--- src/rtl/vwr_pkg.sv ---
package vwr_pkg;
  localparam int NUM_CH  = 3;
  localparam int CH_SUS  = 0;
  localparam int CH_HRST = 1;
  localparam int CH_OOB  = 2;

  typedef enum logic [1:0] {
    CH_IDLE  = 2'd0,
    CH_DRAIN = 2'd1,
    CH_ACK   = 2'd2
  } chan_state_e;
endpackage

--- src/rtl/vwr_chan_fsm.sv ---
module vwr_chan_fsm
  import vwr_pkg::*;
#(
  parameter int QUIET_CYCLES = 4
) (
  input  logic clk,
  input  logic rst_n,
  input  logic warn,
  input  logic q_empty,
  output logic ack
);
  localparam int CW = $clog2(QUIET_CYCLES + 1);
  localparam logic [CW-1:0] LAST = CW'(QUIET_CYCLES - 1);

  chan_state_e state_q, state_d;
  logic [CW-1:0] cnt_q, cnt_d;

  always_comb begin
    state_d = state_q;
    cnt_d   = cnt_q;
    unique case (state_q)
      CH_IDLE: begin
        cnt_d = '0;
        if (warn) state_d = CH_DRAIN;
      end
      CH_DRAIN: begin
        if (!warn) begin
          state_d = CH_IDLE;
          cnt_d   = '0;
        end else if (q_empty) begin
          if (cnt_q == LAST) begin
            state_d = CH_ACK;
            cnt_d   = '0;
          end else begin
            cnt_d = cnt_q + 1'b1;
          end
        end else begin
          cnt_d = '0;
        end
      end
      CH_ACK: begin
        cnt_d = '0;
        if (!warn) state_d = CH_IDLE;
      end
      default: begin
        state_d = CH_IDLE;
        cnt_d   = '0;
      end
    endcase
  end

  always_ff @(posedge clk or negedge rst_n) begin
    if (!rst_n) begin
      state_q <= CH_IDLE;
      cnt_q   <= '0;
    end else begin
      state_q <= state_d;
      cnt_q   <= cnt_d;
    end
  end

  assign ack = (state_q == CH_ACK);
endmodule

--- src/rtl/vwr_boot_flags.sv ---
module vwr_boot_flags (
  input  logic clk,
  input  logic rst_n,
  input  logic g3_entry,
  input  logic boot_cpl,
  input  logic boot_img_ok,
  output logic boot_done,
  output logic boot_status
);
  logic done_q, stat_q;

  always_ff @(posedge clk or negedge rst_n) begin
    if (!rst_n) begin
      done_q <= 1'b0;
      stat_q <= 1'b0;
    end else if (g3_entry) begin
      done_q <= 1'b0;
      stat_q <= 1'b0;
    end else if (boot_cpl && !stat_q) begin
      done_q <= 1'b1;
      stat_q <= boot_img_ok;
    end
  end

  assign boot_done   = done_q;
  assign boot_status = stat_q;
endmodule

--- src/rtl/vwire_ack_responder.sv ---
module vwire_ack_responder
  import vwr_pkg::*;
#(
  parameter int QUIET_CYCLES = 4
) (
  input  logic clk,
  input  logic rst_n,
  input  logic sus_warn,
  input  logic hrst_warn,
  input  logic oob_warn,
  input  logic sus_q_empty,
  input  logic periph_q_empty,
  input  logic oob_q_empty,
  input  logic boot_cpl,
  input  logic boot_img_ok,
  input  logic g3_entry,
  output logic sus_ack,
  output logic hrst_ack,
  output logic oob_ack,
  output logic boot_done,
  output logic boot_status
);
  logic [NUM_CH-1:0] warn_v, empty_v, ack_v;

  assign warn_v[CH_SUS]   = sus_warn;
  assign warn_v[CH_HRST]  = hrst_warn;
  assign warn_v[CH_OOB]   = oob_warn;
  assign empty_v[CH_SUS]  = sus_q_empty;
  assign empty_v[CH_HRST] = periph_q_empty;
  assign empty_v[CH_OOB]  = oob_q_empty;

  for (genvar i = 0; i < NUM_CH; i++) begin : g_ch
    vwr_chan_fsm #(.QUIET_CYCLES(QUIET_CYCLES)) u_fsm (
      .clk     (clk),
      .rst_n   (rst_n),
      .warn    (warn_v[i]),
      .q_empty (empty_v[i]),
      .ack     (ack_v[i])
    );
  end

  assign sus_ack  = ack_v[CH_SUS];
  assign hrst_ack = ack_v[CH_HRST];
  assign oob_ack  = ack_v[CH_OOB];

  vwr_boot_flags u_boot (
    .clk         (clk),
    .rst_n       (rst_n),
    .g3_entry    (g3_entry),
    .boot_cpl    (boot_cpl),
    .boot_img_ok (boot_img_ok),
    .boot_done   (boot_done),
    .boot_status (boot_status)
  );
endmodule

--- config.mk ---
export PLATFORM = sky130hd
export DESIGN_NAME = vwire_ack_responder
export DESIGN_NICKNAME = d
export VERILOG_FILES = /design/src/rtl/vwr_pkg.sv /design/src/rtl/vwr_chan_fsm.sv /design/src/rtl/vwr_boot_flags.sv /design/src/rtl/vwire_ack_responder.sv
export SDC_FILE = /design/constraint.sdc
export NUM_CORES = 1
export LEC_CHECK = 0
export BUFFER_PORTS_ARGS = -buffer_cell sky130_fd_sc_hd__buf_2
export CORE_MARGIN = 5
export CORE_UTILIZATION = 50
export CTS_CLUSTER_SIZE = 10
export DETAILED_ROUTE_END_ITERATION = 10
export PLACE_DENSITY = 0.74
export REMOVE_ABC_BUFFERS = 1
export SETUP_SLACK_MARGIN = 0.1
export SKIP_CTS_REPAIR_TIMING = 1
export SYNTH_ARGS = -nofsm -noshare
export SYNTH_HDL_FRONTEND = slang
export SYNTH_SLANG_ARGS = --single-unit
export TNS_END_PERCENT = 1
--- constraint.sdc ---
create_clock -name clk -period 1.8 [get_ports clk]
set_input_delay 0.09 -clock clk [delete_from_list [all_inputs] [get_ports clk]]
set_output_delay 0.09 -clock clk [all_outputs]
set_load 0.01 [all_outputs]
# --- Yosys cells after proc, flatten, opt, wreduce, memory -nomap -nowiden ---
# Index checks and enable logic that the tools add are counted.
# Widths: inputs -> output; s select.
op_classes:
  n_addsub: 3
  eq_ne: 21
  muxes: 34
  reduce_logical: 9
ops:
  columns: ["operator", "count"]
  rows:
  - ["$mux 3", 12]
  - ["$mux 2", 15]
  - ["$pmux 2 s3", 3]
  - ["$ne 2x2->1 const B", 6]
  - ["$reduce_and 4->1", 3]
  - ["$add 3x1->3 const B", 3]
  - ["$eq 3x2->1 const B", 3]
  - ["$ne 3x2->1 const B", 3]
  - ["$ne 3x3->1 const B", 3]
  - ["$eq 2x1->1 const B", 3]
  - ["$eq 2x2->1 const B", 3]
  - ["$logic_not 2->1", 3]
  - ["$mux 1", 4]
  - ["$reduce_bool 2->1", 1]
  - ["$logic_and 1x1->1", 1]
  - ["$logic_not 1->1", 1]
word_totals:
  regBits: 17
  inputBits: 11
  word_cells: 75

# --- Longest topological paths before layout ---
depth:
  word_depth: 5
  ltp_mapped: 3

# --- Hierarchy ---
# Synthesis repeated with hierarchy kept, for this count alone.
unflattened:
  hier_cells: 55
  hier_area_um2: 832.0
by_module_without_submodules:
  columns: ["module", "instances", "cells_per_inst", "area_each_um2", "seq_area_each_um2"]
  rows:
  - ["vwr_chan_fsm", 3, 16, 251.5, 125.1]
  - ["vwr_boot_flags", 1, 7, 77.6, 50.0]

# --- Least setup slack after synthesis ---
# OpenSTA, ideal clock, no wires.
synth_path:
  path_kind: "register to register"
  startpoint: "reg g_ch[2].u_fsm.cnt_q[0]"
  endpoint: "reg g_ch[2].u_fsm.state_q[0]"
  arrival_ps: 959
  slack_ps: 741
  stages_incl_launch_ff: 4
  synth_period_minus_slack_ps: 1059
  path_cell_list: "dfrtp_1 -> ha_1 -> nor2b_1 -> a311oi_1"
synth_via:
  elab_chain_len: 3
synth_rtl:
  columns: ["item", "line", "rtl"]
  rows:
  - ["start, declared", "vwr_chan_fsm.sv:16", "logic [CW-1:0] cnt_q, cnt_d;"]
  - ["start signal, assigned", "vwr_chan_fsm.sv:58", "cnt_q <= cnt_d;"]
  - ["$eq 3x2->1", "vwr_chan_fsm.sv:31", "if (cnt_q == LAST) begin"]
  - ["$ne 3x2->1 (no source line)", null, null]
  - ["$reduce_and 4->1 (no source line)", null, null]
  - ["end signal, assigned", "vwr_chan_fsm.sv:57", "state_q <= state_d;"]
  - ["end, declared", "vwr_chan_fsm.sv:15", "chan_state_e state_q, state_d;"]
# No other way between the ends.
# A chain may end at the register's enable or synchronous reset.

# --- Worst setup path after layout ---
layout_path:
  startpoint: "reg g_ch[2].u_fsm.state_q[0]"
  endpoint: "out oob_ack"
layout_via:
  elab_chain_len: 1
layout_rtl:
  columns: ["item", "line", "rtl"]
  rows:
  - ["$eq 2x2->1", "vwr_chan_fsm.sv:62", "assign ack = (state_q == CH_ACK);"]
  - ["end, declared", "vwire_ack_responder.sv:19", "output logic oob_ack,"]
# No other way between the ends.

==> out/results.ini <==
[critical_path]
path_class=flip-flop to output pin
critPathMaxFanout=3
arrival_ps=1060
end_kind=output pin
required_ps=1710
cp-start-kind=flip-flop
ff2ff_setup_slack_ps=670

[place]
port_buffers=15
dpl.hpwl_um=908
gp_congestion=0.608

[global_route]
overflow=0
grt_pass1_wl_um=2240
grt_pass1_vias=519
grt_max_degree=18
antenna_found_initial=0
grtUsageTotal_pct=11.4

[clock_tree]
clkLatencyLatePin_ps=270
htree_levels=1
cts_root_buffer=clkbuf_4
cts_buffers=3
cts_buffer_depth=2
numClockSinks=17
cts_tree=built
clkSlewWorstSetupHoldPaths_ps=90

[timing]
layout_worst_path_cycle_share_pct=64.1
tightest_slew_ps=363
rsz0062_at_grt=false
holdWs_ps=17.2
fin_crit_ps=1150
slew_headroom_pct=75.8
finalClockSkew_ps=0.522
final_max_slew_viol_count=0
fmax_mhz=866
finalHoldViolations=0
finalSetupTns_ps=0
setup_viol=0

[die]
rows=14
start_util_pct=51.4
dieHeight_um=48.9
core_area_sq_mm=0.00147
ioPinCount=16
die-area_sq_mm=0.00239
die_x_um=48.9

[synth]
synth_top_area_share_pct=56.2
synth_edf_count=0
ys_seq_area_share_pct=56.2
synth_seq_cells=17
synthFlopType=dfrtp_1
async_flop_share_pct=100
yosysTopAreaCell=dfrtp_1
synthCells=55
synth_area_sq_um=757
synth_area_per_cell_sq_um=13.8
synth_common_cells=17 x dfrtp_1, 6 x nor2b_1, 4 x inv_1
synth_cell_types=17
yosysMostFrequentCell=dfrtp_1
yosys_warnings=0
synth.area.top_cells=dfrtp_1 56%, nand4b_4 6.3%, a2bb2o_4 5.3%

[power]
ir_worst_vdd_uv=435
power_density_mw_per_mm2=713
p_leak_nw=0.464

[detailed_routing]
drc=0
detailedRoute.firstPassIterationCount=2
vias_per_cell=5.27
drtAntennaViolNets=0
drt_iter0_drc=2
vias=485
finalWirelength_um=1170
wire_per_inst_um=12.7

[job]
maxCapViolations=0

[run_status]
outcome=complete, no violations

[cells_and_area]
n_fill_cell=120
register_area_sq_um=425
area_growth_pct=18.7
multiInputGateArea_sq_um=317
drive_gt1_share_pct=31.6
antenna_cells=0
nets=91

[worst_hold_path]
hold_path_class=input port to flip-flop

## worst paths after layout
path,startpoint,end,depth (start not counted)
min in group asynchronous,rst_n,g_ch[0].u_fsm.cnt_q[0]$_DFF_PN0_,2
max in group asynchronous,rst_n,g_ch[1].u_fsm.cnt_q[2]$_DFF_PN0_,2
max reg2reg,g_ch[2].u_fsm.cnt_q[0]$_DFF_PN0_,g_ch[2].u_fsm.state_q[0]$_DFFE_PN0P_,3
max,g_ch[2].u_fsm.state_q[0]$_DFFE_PN0P_,oob_ack,2
min,periph_q_empty,g_ch[1].u_fsm.state_q[0]$_DFFE_PN0P_,2
min reg2reg,g_ch[0].u_fsm.cnt_q[0]$_DFF_PN0_,g_ch[0].u_fsm.cnt_q[0]$_DFF_PN0_,1
## cells in the final DEF (no fill, tap or decap), drive strengths merged
cell type     n
a21oi         2
a22o          1
a2bb2o        2
a311oi        3
and2          1
and4b         1
buf          15
clkbuf        4
dfrtp        17
dlygate4sd3   2
ha            3
inv           4
nand2b        3
nand4b        3
nor2          2
nor2b         6
nor3          2
nor3b         5
## cell families (layout without fill, tap and decap cells)
logic type	Yosys count	count (layout)	share of synthesized area, %
AOI/OAI and AO/OA	8	8	11.2
adders and majority gates	3	3	4.96
buffers and inverters	4	25	1.98
DFF	17	17	56.2
and+or+nand+nor	23	23	25.6
## cell type report
cell class | instances | area share [%]
sequential | 17 | 47.4
multi-input combinational | 34 | 35.2
timing repair buffer | 17 | 10.6
clock buffer | 4 | 2.92
tap | 16 | 2.23
inverter | 4 | 1.67
## registers in the layout, summed over array words and instances, names as in the netlist
register / cells
g_ch.u_fsm.cnt_q: 9
g_ch.u_fsm.state_q: 6
u_boot.boot_done: 1
u_boot.boot_status: 1
## worst max-delay path, stage by stage, from the launching register on
cell and delay, ps:
dfrtp_1 430, nor2b_1 190, buf_2 160
## report_power, final
group          total [mW]  internal [mW]  switching [mW]
clock               0.189         0.0858           0.103
sequential          0.399          0.392         0.00763
combinational      0.0524         0.0247          0.0277
total               0.640          0.502           0.138
## routing by layer
layer	up-vias	share of wire, %	track usage, %	wire length [um]
met1	233	46	15.1	539
met5	-	0	0	0
li1	241	-	-	-
met3	0	5.6	3.36	65
met4	0	0	1.35	0
met2	11	48	18.9	564
## stage by stage
stage                     power [mW]  instances  worst slack [ps]  util, %  instance area, sq um
after global routing           0.685         92               563     61.1                   898
after floorplan                0.426         55               741        -                   757
after CTS                      0.650         90               631     59.7                   878
after global placement         0.455         86               692     57.9                   852
final                          0.640         92               646     61.1                   898
after detailed placement       0.457         86               645     57.9                   852
Note: power is estimated with default switching activity, not from simulation.
